## config.mk

```make
export PLATFORM = sky130hd
export DESIGN_NAME = sysbus_strobe_chain
export DESIGN_NICKNAME = d
export VERILOG_FILES = /design/src/rtl/sbc_pkg.sv /design/src/rtl/sbc_cfg_capture.sv /design/src/rtl/sbc_ratio_decode.sv /design/src/rtl/sbc_strobe_div.sv /design/src/rtl/sysbus_strobe_chain.sv
export SDC_FILE = /design/constraint.sdc
export NUM_CORES = 1
export LEC_CHECK = 0
export BUFFER_PORTS_ARGS = -buffer_cell sky130_fd_sc_hd__clkbuf_2
export CORE_ASPECT_RATIO = 1.1
export CORE_UTILIZATION = 30
export CTS_CLUSTER_SIZE = 30
export DETAILED_ROUTE_END_ITERATION = 6
export PLACE_DENSITY_LB_ADDON = 0.05
export SLEW_MARGIN = 25
export SYNTH_ARGS = -nofsm -noshare
export SYNTH_HDL_FRONTEND = slang
export SYNTH_HIERARCHICAL = 1
export SYNTH_SLANG_ARGS = --single-unit
export TNS_END_PERCENT = 100
```

## constraint.sdc

```tcl
create_clock -name clk -period 7.5 [get_ports clk]
set_clock_uncertainty 0.15 [all_clocks]
set_input_delay 1.125 -clock clk [delete_from_list [all_inputs] [get_ports clk]]
set_output_delay 1.125 -clock clk [all_outputs]
set_load 0.02 [all_outputs]
```

## src/rtl/sbc_pkg.sv

```systemverilog
package sbc_pkg;
  parameter int RW = 4;
  typedef logic [RW-1:0] ratio_t;

  typedef struct packed {
    ratio_t bus;
    ratio_t periph;
    ratio_t mem;
    ratio_t sbus;
  } ratios_t;

  parameter int NSTAGE = 4;
endpackage

```

## src/rtl/sbc_cfg_capture.sv

```systemverilog
module sbc_cfg_capture #(
  parameter int SEL_W = 2,
  parameter int CFG_W = 16
) (
  input  logic             clk,
  input  logic             rst_n,
  input  logic [SEL_W-1:0] sel_in,
  input  logic             mem_in,
  input  logic [CFG_W-1:0] scfg_in,
  input  logic             leg_in,
  output logic [SEL_W-1:0] sel_q,
  output logic             mem_q,
  output logic [CFG_W-1:0] scfg_q,
  output logic             leg_q,
  output logic             armed_q
);
  logic cap_en;

  always_comb begin
    cap_en = ~armed_q;
  end

  always_ff @(posedge clk or negedge rst_n) begin
    if (!rst_n) begin
      sel_q   <= '0;
      mem_q   <= 1'b0;
      scfg_q  <= '0;
      leg_q   <= 1'b0;
      armed_q <= 1'b0;
    end else if (cap_en) begin
      sel_q   <= sel_in;
      mem_q   <= mem_in;
      scfg_q  <= scfg_in;
      leg_q   <= leg_in;
      armed_q <= 1'b1;
    end
  end
endmodule

```

## src/rtl/sbc_ratio_decode.sv

```systemverilog
module sbc_ratio_decode
  import sbc_pkg::*;
#(
  parameter int SEL_W   = 2,
  parameter int CFG_W   = 16,
  parameter int DIV_LSB = 13,
  parameter int DIV_W   = 3,
  parameter int LEG_BIT = 11
) (
  input  logic [SEL_W-1:0] sel,
  input  logic             mem_full,
  input  logic [CFG_W-1:0] scfg,
  input  logic             legacy,
  output ratios_t          rat,
  output logic             err
);
  localparam logic [SEL_W-1:0] SEL_RSV = SEL_W'(3);
  localparam ratio_t           BUS_MAX = RW'(4);

  logic [DIV_W-1:0] div_fld;

  always_comb begin
    div_fld = scfg[DIV_LSB +: DIV_W];
    err     = (sel == SEL_RSV);
    rat.bus = err ? BUS_MAX : (RW'(sel) + RW'(2));
    rat.periph = RW'(2);
    if (legacy) begin
      rat.mem  = RW'(2);
      rat.sbus = scfg[LEG_BIT] ? RW'(5) : RW'(4);
    end else begin
      rat.mem  = mem_full ? RW'(1) : RW'(2);
      rat.sbus = RW'(div_fld) + RW'(1);
    end
  end
endmodule

```

## src/rtl/sbc_strobe_div.sv

```systemverilog
module sbc_strobe_div #(
  parameter int RW = 4
) (
  input  logic          clk,
  input  logic          rst_n,
  input  logic          en,
  input  logic          in_stb,
  input  logic [RW-1:0] ratio,
  output logic          out_stb
);
  logic [RW-1:0] cnt_q;
  logic [RW-1:0] cnt_d;
  logic          cnt_en;
  logic          wrap;

  always_comb begin
    cnt_en  = en & in_stb;
    wrap    = (cnt_q == (ratio - RW'(1)));
    cnt_d   = wrap ? '0 : (cnt_q + RW'(1));
    out_stb = cnt_en & wrap;
  end

  always_ff @(posedge clk or negedge rst_n) begin
    if (!rst_n) begin
      cnt_q <= '0;
    end else if (cnt_en) begin
      cnt_q <= cnt_d;
    end
  end
endmodule

```

## src/rtl/sysbus_strobe_chain.sv

```systemverilog
module sysbus_strobe_chain
  import sbc_pkg::*;
#(
  parameter int SEL_W   = 2,
  parameter int CFG_W   = 16,
  parameter int DIV_LSB = 13,
  parameter int DIV_W   = 3,
  parameter int LEG_BIT = 11
) (
  input  logic             clk,
  input  logic             rst_n,
  input  logic             core_stb,
  input  logic [SEL_W-1:0] pwr_ratio_sel,
  input  logic             mem_full_rate,
  input  logic [CFG_W-1:0] static_cfg,
  input  logic             legacy_mode,
  output logic             bus_stb,
  output logic             periph_stb,
  output logic             mem_stb,
  output logic             sbus_stb,
  output logic [RW-1:0]    bus_ratio,
  output logic [RW-1:0]    periph_ratio,
  output logic [RW-1:0]    mem_ratio,
  output logic [RW-1:0]    sbus_ratio,
  output logic             cfg_err
);
  // stage order: 0 bus, 1 periph, 2 mem, 3 sbus; strobe index 0 is the core
  localparam int PARENT [NSTAGE] = '{0, 1, 1, 2};

  logic [SEL_W-1:0] sel_q;
  logic             mem_q;
  logic [CFG_W-1:0] scfg_q;
  logic             leg_q;
  logic             cfg_armed;
  ratios_t          rat;
  logic [RW-1:0]    rat_arr [NSTAGE];
  logic [NSTAGE:0]  stb;

  sbc_cfg_capture #(.SEL_W(SEL_W), .CFG_W(CFG_W)) u_cap (
    .clk     (clk),
    .rst_n   (rst_n),
    .sel_in  (pwr_ratio_sel),
    .mem_in  (mem_full_rate),
    .scfg_in (static_cfg),
    .leg_in  (legacy_mode),
    .sel_q   (sel_q),
    .mem_q   (mem_q),
    .scfg_q  (scfg_q),
    .leg_q   (leg_q),
    .armed_q (cfg_armed)
  );

  sbc_ratio_decode #(
    .SEL_W(SEL_W), .CFG_W(CFG_W), .DIV_LSB(DIV_LSB),
    .DIV_W(DIV_W), .LEG_BIT(LEG_BIT)
  ) u_dec (
    .sel      (sel_q),
    .mem_full (mem_q),
    .scfg     (scfg_q),
    .legacy   (leg_q),
    .rat      (rat),
    .err      (cfg_err)
  );

  always_comb begin
    rat_arr[0] = rat.bus;
    rat_arr[1] = rat.periph;
    rat_arr[2] = rat.mem;
    rat_arr[3] = rat.sbus;
    stb[0]     = core_stb;
  end

  for (genvar g = 0; g < NSTAGE; g++) begin : g_stage
    sbc_strobe_div #(.RW(RW)) u_div (
      .clk     (clk),
      .rst_n   (rst_n),
      .en      (cfg_armed),
      .in_stb  (stb[PARENT[g]]),
      .ratio   (rat_arr[g]),
      .out_stb (stb[g+1])
    );
  end

  always_comb begin
    bus_stb      = stb[1];
    periph_stb   = stb[2];
    mem_stb      = stb[3];
    sbus_stb     = stb[4];
    bus_ratio    = rat.bus;
    periph_ratio = rat.periph;
    mem_ratio    = rat.mem;
    sbus_ratio   = rat.sbus;
  end
endmodule

```

[Yosys cells after proc, flatten, opt, wreduce, memory -nomap -nowiden]
Index checks and enable logic that the tools add are counted.
Operators by class
  $add $sub $neg: 9
  equal/unequal tests: 5
  multiplexer cells: 8
  bitwise gates (word level): 7
Operators by type and width (count)
  two-way mux 4 bit: 5
  adder 4 x 1 -> 4 bit (second input constant): 4
  equality test 4 bit: 3
  subtractor 4 x 1 -> 4 bit (second input constant): 3
  two-way mux 8 bit: 1
  AND 1 bit: 7
  adder 3 x 1 -> 4 bit (second input constant): 1
  equality test 4 x 1 -> 1 bit (second input constant): 1
  adder 2 x 2 -> 3 bit (second input constant): 1
  equality test 2 bit (second input constant): 1
  two-way mux 2 bit: 1
  two-way mux 1 bit: 1
Word-level totals
  register bits after elaboration: 37
  output and inout bits: 21
  logic and storage cells: 38

[Longest topological paths before layout]
Gate-level depths: netlist of run 1.
  word-level depth: 9
  mapped depth: 12
  gate-level depth less buffers: 12

[By module]
The synthesis of run 1 kept the hierarchy.
Modules (own cells, without submodules)
  sbc_strobe_div: instances 4, cells an instance 33, area an instance 290.3 sq um, sequential area each 100.1 sq um
  sbc_cfg_capture: instances 1, cells an instance 44, area an instance 852.1 sq um, sequential area each 525.5 sq um
  sbc_ratio_decode: instances 1, cells an instance 22, area an instance 142.6 sq um, sequential area each 0.0 sq um

[Worst setup path before layout of run 1]
No wires, ideal clock.
  path type: reg2out
  from: register u_cap.sel_q[1]
  to: output port sbus_stb
  arrival time: 3447 ps
  required time: 6225 ps
  slack: 2778 ps
  cell stages (with the launch flop): 11
  path buffers: 0
  cells stage by stage: dfrtp_1 > nor2b_1 > inv_1 > ha_1 > xnor3_1 > nand3_1 > nor3_2 > nand2_1 > nor3_2 > nand2_1 > nor3_2
Between the ends
  word-level cells in the longest chain between the ends: 9
Ends and longest elaborated chain
  start, declared: RTL line sbc_cfg_capture.sv:11  | output logic [SEL_W-1:0] sel_q,
  start signal, assigned: RTL line sbc_cfg_capture.sv:31  | sel_q <= sel_in;
  equality test 2 bit: RTL line sbc_ratio_decode.sv:24  | err = (sel == SEL_RSV);
  two-way mux 4 bit: RTL line sbc_ratio_decode.sv:25  | rat.bus = err ? BUS_MAX : (RW'(sel) + RW'(2));
  via bus_ratio[0]: RTL line sysbus_strobe_chain.sv:21  | output logic [RW-1:0] bus_ratio,
  subtractor 4 x 1 -> 4 bit: RTL line sbc_strobe_div.sv:18  | wrap = (cnt_q == (ratio - RW'(1)));
  equality test 4 bit: RTL line sbc_strobe_div.sv:18
  AND 1 bit: RTL line sbc_strobe_div.sv:20  | out_stb = cnt_en & wrap;
  via bus_stb: RTL line sysbus_strobe_chain.sv:17  | output logic bus_stb,
  AND 1 bit: RTL line sbc_strobe_div.sv:17  | cnt_en = en & in_stb;
  AND 1 bit: RTL line sbc_strobe_div.sv:20
  via periph_stb: RTL line sysbus_strobe_chain.sv:18  | output logic periph_stb,
  AND 1 bit: RTL line sbc_strobe_div.sv:17
  AND 1 bit: RTL line sbc_strobe_div.sv:20
  end, declared: RTL line sysbus_strobe_chain.sv:20  | output logic sbus_stb,
The timed path passes the listed nets, and every way through them passes these cells.

[Final worst setup path of run 1]
  from: register u_cap.sel_q[1]
  to: output port sbus_stb
Between the ends
  word-level cells in the longest chain between the ends: 9
Ends and longest elaborated chain (RTL line)
  adder 2 x 2 -> 3 bit or equality test 2 bit (tied branches): sbc_ratio_decode.sv:25, sbc_ratio_decode.sv:24
  two-way mux 4 bit (*): sbc_ratio_decode.sv:25
  subtractor 4 x 1 -> 4 bit (*): sbc_strobe_div.sv:18
  equality test 4 bit (*): sbc_strobe_div.sv:18
  AND 1 bit (*): sbc_strobe_div.sv:20
  AND 1 bit (*): sbc_strobe_div.sv:17
  AND 1 bit (*): sbc_strobe_div.sv:20
  AND 1 bit (*): sbc_strobe_div.sv:17
  AND 1 bit (*): sbc_strobe_div.sv:20
Every way passes the cells marked *; elsewhere a longest branch is shown, timed or not.

==> run summary, run 1 <==
Core Region: 5400 µm²
Most frequent cells in the layout: 25 x dfrtp_1, 24 x clkbuf_2, 17 x o21ai_0, 16 x nor3_1, 16 x nor2_1
Final nets: 230
Crit Reg-Reg Endpoint: g_stage[3].u_div/cnt_q[2]
Syn Std Cell Area: 1680 µm²
Critical Path Source Type: register
Port Buf Inserts: 24
CTS Buf Count: 3
Finished Core Util: 0.348
Clock share of power: 0.218
Placer Congestion: 0.718
Sequential share of power: 0.479
CTS tree: yes
Number of fill cells: 592
Pwr/cell area: 202 nW/µm²
Setup Total Neg Slack: 0 ps
Reg2Reg Depth: 11
Net Sw Power: 131 µW
WHS Path Cells: 1
Slew Viols, Final: 0
CP Capture Type: output pin
# IOs: 44
Combinational Power Share: 0.303
Clk_lat worst skew: 270 ps
Achievable Freq: 0.206 GHz
Max-cap violation count: 0
Vias in the first global route: 1112
TritonRoute pass-1 iters: 4
Placed cells: 268
Initial antenna violation count: 0
Max-slew headroom: 0.516
Wire per inst: 11.3 µm
DRT antenna net count: 0
Synth Area per Inst: 9.63 µm²
Vias/cell: 4.46
Hold-fix buffers, CTS: 0
Die Ht: 80.4 µm
R2R setup slack: 4050 ps
Final hold vios: 0
Largest net degree at the start of global routing: 26
Clk pin slew, worst setup/hold paths: 90 ps
Fraction of layout cells with a size suffix above 1: 0.203
Drt total wl: 3070 µm
Clk sinks: 25
Hold path start: u_cap/scfg_q[11]
Die area: 5890 µm²
Drc violations: 0
Hold slack: 370 ps
Worst min path class: reg2reg
Antenna diode count: 0
Final Instance Count excl. Fillers: 272
Die X: 73.3 µm
Maximum vdd drop: 98.3 µV
Initial Util: 0.311
H-tree depth: 1
Root buf cell: clkbuf_8
Global Route Usage Sum: 0.115
Worst r2r src: u_cap/sel_q[1]
Cts repair resizes: 0
FP Rows: 28
Final setup violation count: 0
Mapped Cells: 174
Synth-to-Final Area Change: 12.1%
Post-layout min period: 4850 ps
CTS Buffer Depth: 2
GR Overflow Total: 0
Setup Fix Bufs, Post-CTS: 0
Worst Setup Path Type: reg2out
Internal power: 249 µW
RSZ-0062 raised after global routing: false
First-pass GRT wire length: 5220 µm
Critical path data arrival time: 3580 ps
Crit path max fanout: 8
Crit path required time: 6220 ps
HPWL after DPL: 2370 µm
Most common cell after layout, fill and taps aside: dfrtp_1
Status: completed
Tcrit/Tclk final: 0.647
Switching Share: 0.344
DR iter-0 viols: 23
Worst hold endpoint: u_cap/scfg_q[11]
Slew @ Worst Pin: 726 ps
Leak Pwr: 0.000899 µW
Synth Warn #: 6
Routed via count: 1213
==> state kept, by name, indices dropped and copies added, names as in the netlist <==
signal               cells
u_cap/sel_q              2
u_cap/scfg_q             4
u_cap/armed_q            1
u_cap/leg_q              1
g_stage.u_div/cnt_q     16
u_cap/mem_q              1
==> layout make-up <==
| class | count | area [µm²] | area share |
|---|---|---|---|
| Inverter | 10 | 37.5 | 0.0200 |
| Timing Repair Buffer | 24 | 120 | 0.0640 |
| Sequential cell | 25 | 626 | 0.333 |
| Clock inverter | 1 | 7.51 | 0.00400 |
| Multi-Input combinational cell | 134 | 952 | 0.507 |
| Tap cell | 75 | 93.8 | 0.0500 |
| Clock buffer | 3 | 41.3 | 0.0220 |
==> worst max path at each step <==
stage               end            from  slack (ps)
6_report       sbus_stb  u_cap/sel_q[1]        2650
5_1_grt        sbus_stb  u_cap/sel_q[1]        2340
4_1_cts        sbus_stb  u_cap/sel_q[1]        2550
3_5_place_dp   sbus_stb  u_cap/sel_q[1]        2890
3_3_place_gp   sbus_stb  u_cap/sel_q[1]        2910
2_1_floorplan  sbus_stb  u_cap/sel_q[1]        2780
==> per-layer routing <==
metal	vias to the layer above	share of wire	track usage
met5	-	0	0
met4	0	0.0088	0.0529
met3	2	0.033	0.0188
met2	17	0.50	0.194
met1	573	0.46	0.142
li1	621	-	-
==> critical path: stages, from the launching register on <==
cell,delay (ps)
dfrtp_1,460
nor2b_1,290
inv_1,80
ha_1,210
xnor3_1,370
nand3_1,110
nor3_2,460
nand2_1,190
nor3_2,410
nand2_1,160
nor3_2,330
clkbuf_2,230
==> power groups by stage <==
stage	registers (µW)	clock network, µW	logic (µW)
global placement	185	0	113
global route	186	92.2	130
floorplan	177	0	99.2
finish	182	82.7	115
detailed placement	185	0	116
CTS	182	88.6	117
==> stage by stage <==
step | total power (µW) | setup WS (ps) | instance area (µm²)
after floorplan | 276 | 2780 | 1690
after global placement | 299 | 2910 | 1830
after detailed placement | 301 | 2890 | 1830
after CTS | 388 | 2550 | 1880
after global routing | 409 | 2340 | 1880
final | 380 | 2650 | 1880
(Power assumes the default switching activity.)
==> run 2, diff against run 1 <==
Clock period 7.5 ns to 4.57 ns, I/O delays scaled along.
==> run summary, run 2 (synthesized netlist as in run 1, its figures left out) <==
Status: completed
Die X: 73.3 µm
Pwr/cell area: 327 nW/µm²
Initial Util: 0.311
HPWL after DPL: 2390 µm
Largest net degree at the start of global routing: 26
Hold-fix buffers, CTS: 0
Worst r2r src: u_cap/sel_q[1]
Crit Reg-Reg Endpoint: g_stage[3].u_div/cnt_q[2]
Tcrit/Tclk final: 0.838
Critical path data arrival time: 2990 ps
Final WS setup: 743 ps
CP bufs+invs: 2
Critical path cell sequence: nor2b_1 -> inv_1 -> ha_1 -> xnor3_1 -> nand3_1 -> nor3_2 -> nand2_1 -> nor3_2 -> nand2_1 -> nor3_2 -> clkbuf_2
Slowest cell on crit path: dfrtp_1
Net Sw Power: 213 µW
# IOs: 44
Maximum vdd drop: 111 µV
Die area: 5890 µm²
Achievable Freq: 0.261 GHz
Combinational Power Share: 0.312
Max incr delay on CP: 470 ps
Clock share of power: 0.210
Leak Pwr: 0.000918 µW
TritonRoute pass-1 iters: 4
Sequential share of power: 0.478
Most used cell, CP: nor3_2
CTS tree: yes
Root buf cell: clkbuf_8
Initial antenna violation count: 0
GR Overflow Total: 0
Final nets: 233
DRT antenna net count: 0
First-pass GRT wire length: 5390 µm
Die Ht: 80.4 µm
Fraction of layout cells with a size suffix above 1: 0.215
H-tree depth: 1
Switching Share: 0.342
Wire per inst: 11.6 µm
Vias in the first global route: 1203
Crit path required time: 3730 ps
Power, Total: 622 µW
R2R setup slack: 1530 ps
Most common cell after layout, fill and taps aside: dfrtp_1
CTS Buffer Depth: 2
Port Buf Inserts: 24
Cts repair resizes: 0
Clk pin slew, worst setup/hold paths: 90 ps
Pre-CTS setup slack: 1020 ps
Clk_lat worst skew: 260 ps
Clk sinks: 25
Setup Fix Bufs, Post-CTS: 0
Slew @ Worst Pin: 662 ps
Core Region: 5400 µm²
Internal power: 409 µW
Delay-heaviest family, CP: simple AND/OR/NAND/NOR gates
Global Route Usage Sum: 0.119
Drc violations: 0
Final hold vios: 0
RSZ-0062 raised after global routing: false
Max-cap violation count: 0
Worst Setup Path Type: reg2out
Worst min path class: in2async
Most frequent cells in the layout: 25 x dfrtp_1, 24 x clkbuf_2, 17 x o21ai_0, 16 x nor3_1, 16 x nor2_1
DR iter-0 viols: 38
Placer Congestion: 0.808
Synth-to-Final Area Change: 13.3%
FP Rows: 28
CTS Buf Count: 3
CP Capture Type: output pin
Critical Path Source Type: register
Max-slew headroom: 0.559
Antenna diode count: 0
Drt total wl: 3190 µm
Reg2Reg Depth: 13
Slew Viols, Final: 0
Vias/cell: 4.43
Largest regs: g_stage.u_div/cnt_q (16), u_cap/scfg_q (4), u_cap/sel_q (2)
Final setup violation count: 0
Finished Core Util: 0.352
Largest register FFs: 16
Top reg by flops: g_stage.u_div/cnt_q
Routed via count: 1218
Setup Total Neg Slack: 0 ps
Crit path max fanout: 7
Post-layout min period: 3830 ps
-- run 2: cell types whose count changed in the layout (fill, tap and decap cells not counted), sizes merged --
cell,delta
buf,+3
clkinvlp,-1
clkinv,+1
-- run 2: area by class of cell --
class	count	area, µm²
clock inverter	1	5.00
inverter	10	37.5
multi-input combinational	134	952
sequential	25	626
timing repair buffer	27	143
clock buffer	3	41.3
fill	584	3500
tap	75	93.8
-- run 2: per-stage QoR --
step	std cells	cell area, µm²	hold WS [ps]
after floorplan	179	1690	240
after global placement	271	1850	347
after detailed placement	271	1850	352
after CTS	275	1900	313
after global routing	275	1900	314
final	275	1900	284
-- run 2: layer usage --
metal  routed length [µm]  track usage  up-vias
li1                     -            -      624
met1                 1500        0.149      577
met2                 1570        0.202       15
met3                   93       0.0188        2
met4                   27       0.0471        0
met5                    0            0        -
-- run 2: power by group through the flow --
stage	Combinational [µW]	Clock, µW	Sequential [µW]
4_1_cts	196	142	297
3_3_place_gp	192	0	301
2_1_floorplan	163	0	290
3_5_place_dp	195	0	301
5_1_grt	223	151	304
6_report	194	131	297
-- run 2: worst max path at each step --
stage / cells after the start / start / slack, ps / to
after global routing: 11 / u_cap/sel_q[1] / 460 / sbus_stb
after CTS: 11 / u_cap/sel_q[1] / 700 / sbus_stb
after floorplan: 10 / u_cap/sel_q[1] / 290 / sbus_stb
final: 11 / u_cap/sel_q[1] / 740 / sbus_stb
after detailed placement: 11 / u_cap/sel_q[1] / 1020 / sbus_stb
after global placement: 11 / u_cap/sel_q[1] / 1040 / sbus_stb
-- run 2: worst register-to-register path, delay by kind of cell, from the launching register on --
| kind | cells | cell delay (ps) |
|---|---|---|
| adder cells (fa/ha/maj) | 1 | 200 |
| AO/OA/AOI/OAI | 1 | 80 |
| AND/OR/NAND/NOR | 8 | 1420 |
| XOR/XNOR | 1 | 360 |
| flip-flops | 1 | 470 |
| buffers and inverters | 2 | 240 |
==> run 3, diff against run 2 <==
Clock period 4.57 ns to 3.75 ns, I/O delays scaled along.
==> run summary, run 3 (synthesized netlist as in run 1, its figures left out) <==
Status: completed
Worst r2r src: u_cap/sel_q[1]
DRT antenna net count: 0
Max-cap violation count: 0
Leak Pwr: 0.000954 µW
Vias/cell: 4.50
Fraction of layout cells with a size suffix above 1: 0.233
Worst min path class: in2async
H-tree depth: 1
RSZ-0062 raised after global routing: false
Critical Path Source Type: register
Global Route Usage Sum: 0.127
Die area: 5890 µm²
Most frequent cells in the layout: 24 x dfrtp_1, 24 x clkbuf_2, 17 x o21ai_0, 16 x nor3_1, 16 x nor2_1
Core Region: 5400 µm²
Met2 WL: 1570 µm
CTS tree: yes
CTS Buf Count: 3
Top routing layer in use: met4
Synth-to-Final Area Change: 15.8%
HPWL after DPL: 2520 µm
Maximum vdd drop: 152 µV
Clk_lat worst skew: 270 ps
TritonRoute pass-1 iters: 4
Tcrit/Tclk final: 0.933
DR iter-0 viols: 13
Worst Setup Path Type: reg2out
Pwr/cell area: 396 nW/µm²
Achievable Freq: 0.286 GHz
Die Ht: 80.4 µm
Number of fill cells: 590
Max-slew headroom: 0.545
Die X: 73.3 µm
Initial Util: 0.311
Top reg by flops: g_stage.u_div/cnt_q
Final nets: 235
Crit Reg-Reg Endpoint: g_stage[3].u_div/cnt_q[3]
Initial antenna violation count: 0
Crit path launch: u_cap/sel_q[1]
Hold-fix buffers, CTS: 0
Finished Core Util: 0.360
Routed via count: 1247
GR Overflow Total: 0
First-pass GRT wire length: 5760 µm
Crit path max fanout: 7
Largest register FFs: 16
Crit path required time: 3040 ps
Critical path data arrival time: 2790 ps
Clk pin slew, worst setup/hold paths: 90 ps
Port Buf Inserts: 24
FP Rows: 28
R2R setup slack: 870 ps
Drt total wl: 3390 µm
Final setup violation count: 0
Met3 WL: 147 µm
Antenna diode count: 0
Clk sinks: 25
Slew Viols, Final: 0
Setup Total Neg Slack: 0 ps
CTS Buffer Depth: 2
Final hold vios: 0
Largest regs: g_stage.u_div/cnt_q (16), u_cap/scfg_q (4), u_cap/sel_q (2)
Largest net degree at the start of global routing: 26
Post-layout min period: 3500 ps
Root buf cell: clkbuf_8
M1 WL: 1650 µm
Slew @ Worst Pin: 682 ps
Wire per inst: 12.2 µm
CP Capture Type: output pin
Reg2Reg Depth: 13
Vias in the first global route: 1252
# IOs: 44
Drc violations: 0
Placer Congestion: 0.767
run 3: cell count changes in the layout (fill, tap and decap cells not counted):
cell     before  now
nor2b_1       2    1
nor3_4        0    3
dfrtp_2       0    1
nor2b_4       0    1
buf_4         3    5
nor3_2        4    1
dfrtp_1      25   24
run 3: final cells by class:
class,instances,area (µm²),share of cell area
repair buffers,29,158,0.0812
flip-flops and latches,25,627,0.323
clock buffers,3,41.3,0.0213
well taps,75,93.8,0.0484
inverters,10,37.5,0.0193
multi-input cells,134,978,0.504
clock inverters,1,5.00,0.00258
run 3: power by group:
| part | internal, µW | switching (µW) |
|---|---|---|
| clock network | 74.3 | 86.9 |
| logic | 116 | 128 |
| registers | 310 | 52.8 |
| total | 501 | 268 |
run 3: how the worst max path moves through the flow:
stage                     to  slack, ps  depth (start not counted)
CTS                 sbus_stb         20                         11
finish              sbus_stb        250                         11
global route        sbus_stb          3                         11
detailed placement  sbus_stb        350                         11
floorplan           sbus_stb         10                         10
global placement    sbus_stb        370                         11
run 3: per-layer routing:
layer | vias to the layer above | track usage
li1 | 626 | -
met1 | 592 | 0.161
met2 | 27 | 0.214
met3 | 2 | 0.0276
met4 | 0 | 0.0353
met5 | - | 0
run 3: stage by stage:
stage               setup slack [ps]  power (µW)  instance area, µm²  hold WS, ps  std cells
finish                           250         769                1940          170        277
global route                    2.81         826                1940          210        277
CTS                             24.4         778                1910          184        275
detailed placement               349         611                1870          353        271
global placement                 373         602                1870          348        271
floorplan                       12.5         557                1710          117        179
run 3: what timing repair did:
| action | CTS | global route |
|---|---|---|
| resized for setup | 0 | 3 |
| hold endpoints to repair | 0 | 0 |
| setup buffers | 0 | 2 |
| endpoints found under the setup margin | 0 | 1 |
run 3: worst max-delay path, stage by stage, from the launching register on:
cell	delay (ps)
dfrtp_2	480
nor2b_4	170
inv_1	60
ha_1	190
xnor3_1	350
nand3_1	140
nor3_4	200
nand2_1	140
nor3_4	210
nand2_1	140
nor3_4	240
clkbuf_2	210
